<file path="src/rtl/clash_arb_pkg.sv">
`timescale 1ns/1ps
package clash_arb_pkg;
   typedef enum logic [1:0] {
      WIN_NONE  = 2'd0,
      WIN_LEFT  = 2'd1,
      WIN_RIGHT = 2'd2
   } win_e;

   localparam int PORTS   = 2;
   localparam int P_LEFT  = 0;
   localparam int P_RIGHT = 1;
endpackage

</file>
<file path="src/rtl/arrival_track.sv">
`timescale 1ns/1ps
// Remembers what one port presented last cycle; held is high when the
// current enabled request equals the previous one (the port came earlier).
module arrival_track #(
   parameter int ADDR_W = 11
) (
   input  logic              clk,
   input  logic              rst_n,
   input  logic              en,
   input  logic [ADDR_W-1:0] addr,
   output logic              held
);
   logic              en_q;
   logic [ADDR_W-1:0] addr_q;

   always_ff @(posedge clk or negedge rst_n) begin
      if (!rst_n) begin
         en_q   <= 1'b0;
         addr_q <= '0;
      end else begin
         en_q   <= en;
         addr_q <= addr;
      end
   end

   assign held = en & en_q & (addr_q == addr);
endmodule

</file>
<file path="src/rtl/clash_core.sv">
`timescale 1ns/1ps
// Picks the losing port on a collision and keeps the winner while it lasts.
module clash_core
   import clash_arb_pkg::*;
(
   input  logic             clk,
   input  logic             rst_n,
   input  logic             collide,
   input  logic [PORTS-1:0] held,
   output logic [PORTS-1:0] lose
);
   win_e win_q, win_d;

   always_comb begin
      lose  = '0;
      win_d = WIN_NONE;
      if (collide) begin
         unique case (win_q)
            WIN_LEFT:  win_d = WIN_LEFT;
            WIN_RIGHT: win_d = WIN_RIGHT;
            default: begin
               // right wins only if it alone was already there; ties go left
               if (held[P_RIGHT] && !held[P_LEFT]) win_d = WIN_RIGHT;
               else                                win_d = WIN_LEFT;
            end
         endcase
         lose[P_RIGHT] = (win_d == WIN_LEFT);
         lose[P_LEFT]  = (win_d == WIN_RIGHT);
      end
   end

   always_ff @(posedge clk or negedge rst_n) begin
      if (!rst_n) win_q <= WIN_NONE;
      else        win_q <= win_d;
   end
endmodule

</file>
<file path="src/rtl/write_gate.sv">
`timescale 1ns/1ps
module write_gate (
   input  logic en,
   input  logic we,
   input  logic lose,
   output logic go
);
   assign go = en & we & ~lose;
endmodule

</file>
<file path="src/rtl/clash_arb.sv">
`timescale 1ns/1ps
module clash_arb
   import clash_arb_pkg::*;
#(
   parameter int ADDR_W = 11,
   parameter int MASTER = 1
) (
   input  logic              clk,
   input  logic              rst_n,
   input  logic              l_en,
   input  logic [ADDR_W-1:0] l_addr,
   input  logic              l_we,
   input  logic              r_en,
   input  logic [ADDR_W-1:0] r_addr,
   input  logic              r_we,
   input  logic              l_busy_in_n,
   input  logic              r_busy_in_n,
   output logic              l_busy_n,
   output logic              r_busy_n,
   output logic              l_wr_go,
   output logic              r_wr_go,
   output logic              clash
);
   localparam bit IS_MASTER = (MASTER != 0);

   generate
      if (ADDR_W < 1 || ADDR_W > 32) begin : g_bad_addr_w
         $error("clash_arb: ADDR_W must lie in 1..32");
      end
      if (MASTER != 0 && MASTER != 1) begin : g_bad_master
         $error("clash_arb: MASTER must be 0 or 1");
      end
   endgenerate

   logic [PORTS-1:0]  en_v, we_v, held_v, core_lose, eff_lose, go_v, bin_n_v;
   logic [ADDR_W-1:0] addr_v [PORTS];
   logic              collide;

   assign en_v            = {r_en, l_en};
   assign we_v            = {r_we, l_we};
   assign bin_n_v         = {r_busy_in_n, l_busy_in_n};
   assign addr_v[P_LEFT]  = l_addr;
   assign addr_v[P_RIGHT] = r_addr;

   assign collide = en_v[P_LEFT] & en_v[P_RIGHT] &
                    (addr_v[P_LEFT] == addr_v[P_RIGHT]);

   generate
      for (genvar p = 0; p < PORTS; p++) begin : g_port
         arrival_track #(.ADDR_W(ADDR_W)) track_i (
            .clk   (clk),
            .rst_n (rst_n),
            .en    (en_v[p]),
            .addr  (addr_v[p]),
            .held  (held_v[p])
         );
         write_gate gate_i (
            .en   (en_v[p]),
            .we   (we_v[p]),
            .lose (eff_lose[p]),
            .go   (go_v[p])
         );
      end
   endgenerate

   clash_core core_i (
      .clk     (clk),
      .rst_n   (rst_n),
      .collide (collide),
      .held    (held_v),
      .lose    (core_lose)
   );

   // follower slices take the decision from the pins; arbiter ignores them
   assign eff_lose = IS_MASTER ? core_lose : ~bin_n_v;

   generate
      if (IS_MASTER) begin : g_drive_busy
         assign l_busy_n = ~core_lose[P_LEFT];
         assign r_busy_n = ~core_lose[P_RIGHT];
      end else begin : g_quiet_busy
         assign l_busy_n = 1'b1;
         assign r_busy_n = 1'b1;
      end
   endgenerate

   assign l_wr_go = go_v[P_LEFT];
   assign r_wr_go = go_v[P_RIGHT];
   assign clash   = |eff_lose;
endmodule

</file>
<file path="config.mk">
export PLATFORM = sky130hd
export DESIGN_NAME = clash_arb
export DESIGN_NICKNAME = d
export VERILOG_FILES = /design/src/rtl/clash_arb_pkg.sv /design/src/rtl/arrival_track.sv /design/src/rtl/clash_core.sv /design/src/rtl/write_gate.sv /design/src/rtl/clash_arb.sv
export SDC_FILE = /design/constraint.sdc
export NUM_CORES = 1
export LEC_CHECK = 0
export BUFFER_PORTS_ARGS = -buffer_cell sky130_fd_sc_hd__buf_2
export CAP_MARGIN = 20
export CORE_ASPECT_RATIO = 1.2
export CORE_MARGIN = 5
export CORE_UTILIZATION = 45
export CTS_BUF_LIST = sky130_fd_sc_hd__clkbuf_16
export DETAILED_ROUTE_END_ITERATION = 8
export PLACE_DENSITY = 0.71
export SLEW_MARGIN = 10
export SYNTH_ARGS = -nofsm -noshare
export SYNTH_HDL_FRONTEND = slang
export SYNTH_SLANG_ARGS = --single-unit
</file>
<file path="constraint.sdc">
create_clock -name clk -period 2.8 [get_ports clk]
set_input_delay 0.42 -clock clk [delete_from_list [all_inputs] [get_ports clk]]
set_output_delay 0.42 -clock clk [all_outputs]
set_load 0.01 [all_outputs]
</file>
Word-level counts from Yosys, hierarchy flattened

Index checks and enable logic that the tools add are counted.

Word-level logic and storage cells: 32
Bits in registers: 26
Output and inout bits: 5

Reductions and logical operators: 3
Eq/ne operators: 7
Bitwise gates (word level): 12
Muxes and demuxes: 5

Operators by type and width:

| operator                                                         | count |
|---|---|
| 11-bit == test                                                   | 3 |
| 1-bit AND                                                        | 10 |
| 2-bit two-way mux                                                | 4 |
| 2-bit by 1-bit == test with 1-bit output (second input constant) | 2 |
| 2-bit == test (second input constant)                            | 2 |
| 2-bit case mux with 2 select lines                               | 1 |
| 1-bit inverter                                                   | 2 |
| 2-bit OR reduction                                               | 1 |
| 1-bit logical AND                                                | 1 |
| 1-bit zero test                                                  | 1 |

Logic depth before layout (Yosys ltp)

Depth in word-level cells: 11
Gate-level depth with buffers: 7
Depth with buffers taken out: 7

Cells and area by module

Synthesis repeated with hierarchy kept, for this count alone.

Cell total of the unflattened synthesis: 94
Area, all modules: 1177.4 um2

By module, submodules not included:

| module        | sequential area each (um2) | times used | area an instance (um2) | cells each |
|---|---|---|---|---|
| arrival_track | 300.3                      | 2          | 430.4                  | 28 |
| clash_core    | 50.0                       | 1          | 157.7                  | 17 |
| clash_arb     | 0.0                        | 1          | 141.4                  | 19 |
| write_gate    | 0.0                        | 2          | 8.8                    | 1 |

Worst setup path before layout

OpenSTA, ideal clock, no wires.

Path type: reg-to-output
From: register core_i.win_q[0]
To: output l_wr_go
Arrival: 1.917 ns
Path buffers: 0
Cell stages (with the launch flop): 8
Path slack: 0.463 ns
Cells stage by stage: dfrtp_1 -> inv_1 -> ha_1 -> nand3_1 -> or4_4 -> or3_1 -> o22ai_1 -> a21oi_1

Longest elaborated chain between the ends: 7

Ends and longest elaborated chain:

| element                                                                          | line             | text |
|---|---|---|
| from (decl)                                                                      | clash_core.sv:12 | `win_e win_q, win_d;` |
| from (signal assigned)                                                           | clash_core.sv:34 | `else win_q <= win_d;` |
| 2-bit == test / 2-bit by 1-bit == test with 1-bit output (equally long branches) | clash_core.sv:18 | `unique case (win_q)` |
| 2-bit case mux with 2 select lines *                                             | clash_core.sv:18 |  |
| 2-bit two-way mux *                                                              | clash_core.sv:17 | `if (collide) begin` |
| 2-bit == test *                                                                  | clash_core.sv:28 | `lose[P_LEFT] = (win_d == WIN_RIGHT);` |
| 2-bit two-way mux *                                                              | clash_core.sv:17 |  |
| 1-bit inverter *                                                                 | write_gate.sv:8  | `assign go = en & we & ~lose;` |
| 1-bit AND *                                                                      | write_gate.sv:8  |  |
| to (decl)                                                                        | clash_arb.sv:20  | `output logic l_wr_go,` |

Every way passes the cells marked *; elsewhere a longest branch is shown, timed or not. The select of a mux whose other input is x is not followed.

Worst setup path in the final report

From: register core_i.win_q[1]
To: output l_wr_go

Same word-level chain as after synthesis.

==> run summary <==
outcome - completed
Min Hold Slack - 153 ps
Hold Crit Class - in -> async
final net count - 166
post-synthesis cell type count - 19
most area-hungry cell type in the Yosys netlist - dfrtp_1
wire length of the first global-routing pass - 3.93 mm
worst ir drop on vdd - 0.454 mV
area of the multi-input gates - 523 um2
1st-iter DRT viols - 8
pwr/cell area - 543 nW/um2
CTS tree - built
Post-synth EDFFs - 0
total CTS buffers - 3
number of I/O pins - 35
Seq cells post-synth - 26
Filler Cell Count - 230
top cell type's share of synthesized area - 55.9%
maximum clock rate - 368 MHz
ys async rst share - 100%
worst-margin pin slew - 664 ps
sequential area share after synthesis - 55.9%
site row count - 20
CTS hold repair buffers - 0
Crit. End Element - output port
Rel. slew slack - 55.3%
crit start category - flip-flop
LEAKAGE - 0.655 nW
routability cong. - 0.806
Synth Warn # - 0
# H-tree levels - 1
Syn Nets - 129
Num Clock Sinks - 26
Residual DRC - 0
Routed Wire Length - 2.24 mm
gr usage total - 13.6%
Final Skew - 1.85 ps
syn avg cell area - 12.0 um2
Register Area - 651 um2
Root Driver - clkbuf_16
Tmin final - 2720 ps
clk slew on worst S/H paths - 60 ps
Final TNS setup - 0 ps
DR vias - 810
clk buf depth - 2
Max Cap Viol - 0
top post-synthesis cells by area - dfrtp_1, xnor2_1, xor2_1, nor4_1, ha_1
Cells after Synth - 97
RSZ-0062 raised after global routing - no
largest net degree at the start of global routing - 27
Worst EP arrival - 2300 ps
Mapped Area - 1160 um2
critical-path maximum fanout - 5
Die ar. - 3710 um2
vias per inst - 4.91
Antenna Cells - 0
drt wl/cell - 13.6 um
Hold Fails Final Rpt - 0
final worst path period share - 97.0%
Req. time, crit path - 2380 ps
dpl hpwl - 1.83 mm
initial antenna violation count - 0
endpoints failing setup - 0
vias in the first global route - 924
total grt overflow - 0
Core ar. - 2500 um2
layout cells sized above 1 - 29.5%
Initial Util - 46.5%
synthesis-to-layout area growth - 25.9%
clk_lat worst skew - 250 ps
final antenna-violating net count - 0
Crit Path Class - reg -> out
First-pass DRT Iterations - 4
Commonest cells post-synth - dfrtp_1, xnor2_1, xor2_1
prevailing post-synth register cell - dfrtp_1
most frequent cell after synthesis - dfrtp_1
Die Span Y - 65.7 um
Die Wd - 56.4 um
Slew Viols, Final - 0
IO buf count - 32
==> cells by family after synthesis <==
group	synth area share, %
adders and majority gates	2.15
and+or+nand+nor	12.5
DFF	55.9
xor gates and xnor gates	25.6
AOI/OAI and AO/OA	2.58
buffers and inverters	1.29
==> state kept, by name, indices dropped and copies added (netlist names) <==
name / cells
g_port.track_i.en_q: 2
g_port.track_i.addr_q: 22
core_i.win_q: 2
==> per-layer routing <==
layer	share of wire (%)	wire [um]	vias to the layer above	global-route usage, %
met2	53	1180	20	23.0
met1	42	932	393	15.8
met5	0	0	-	0
met4	0.85	19	0	7.42
li1	-	-	395	-
met3	4.7	106	2	3.14
==> where the power goes <==
part	switching, W	leakage, nW	internal (W)
combinational	0.0000469	0.311	0.0000449
sequential	0.00000741	0.308	0.000393
clock	0.000114	0.0370	0.000189
==> layout by cell type (no fill, tap or decap), drive strengths merged <==
cell     n
a21oi    2
and2     2
buf     32
clkbuf   3
dfrtp   26
ha       2
inv      4
nand2    4
nand2b   1
nand3    3
nand4    4
nor2     3
nor3     1
nor4     5
o21ai    1
o22ai    1
o31a     1
or3      2
or4      1
xnor2   19
xor2    15
==> area by class of cell <==
cell class | count | share of cell area, %
Multi-Input combinational cell | 67 | 35.7
Tap cell | 33 | 2.82
Sequential cell | 26 | 44.4
Clock buffer | 3 | 5.12
Inverter | 4 | 1.02
Timing Repair Buffer | 32 | 10.9
==> timing repair <==
item / in CTS / in global routing
buffers inserted: 0 / 0
gates resized for setup: 2 / 1
setup endpoints to repair: 3 / 2
pin swaps: 0 / 0
==> worst max-delay path: stages, from the launching register on <==
cell	delay, ps
dfrtp_1	400
ha_4	300
nand3_1	60
or4_4	520
or3_1	410
o22ai_2	120
a21oi_1	90
buf_2	140
==> metrics by stage <==
step	util (%)	area, um2	total power (W)	instances	setup WS [ps]
after floorplan	-	1160	0.000451	97	463
after global placement	54.6	1370	0.000498	162	293
after detailed placement	54.6	1370	0.000501	162	250
after CTS	58.3	1460	0.000805	165	34.2
after global routing	58.6	1470	0.000830	165	0.671
final	58.6	1470	0.000796	165	83.1
==> path summary, 6_finish.rpt <==
kind                                  from                     endpoint  slack [ps]  cells after the start
max                        core_i.win_q[1]                      l_wr_go          80                      7
min                                  rst_n  g_port[0].track_i.addr_q[5]         150                      1
max reg2reg                core_i.win_q[1]              core_i.win_q[1]         770                      6
min reg2reg                core_i.win_q[1]              core_i.win_q[0]         760                      3
max in group asynchronous            rst_n  g_port[0].track_i.addr_q[6]        2270                      1
min in group clk                 r_addr[3]  g_port[1].track_i.addr_q[3]         320                      1
Note: power is estimated with default switching activity, not from simulation.
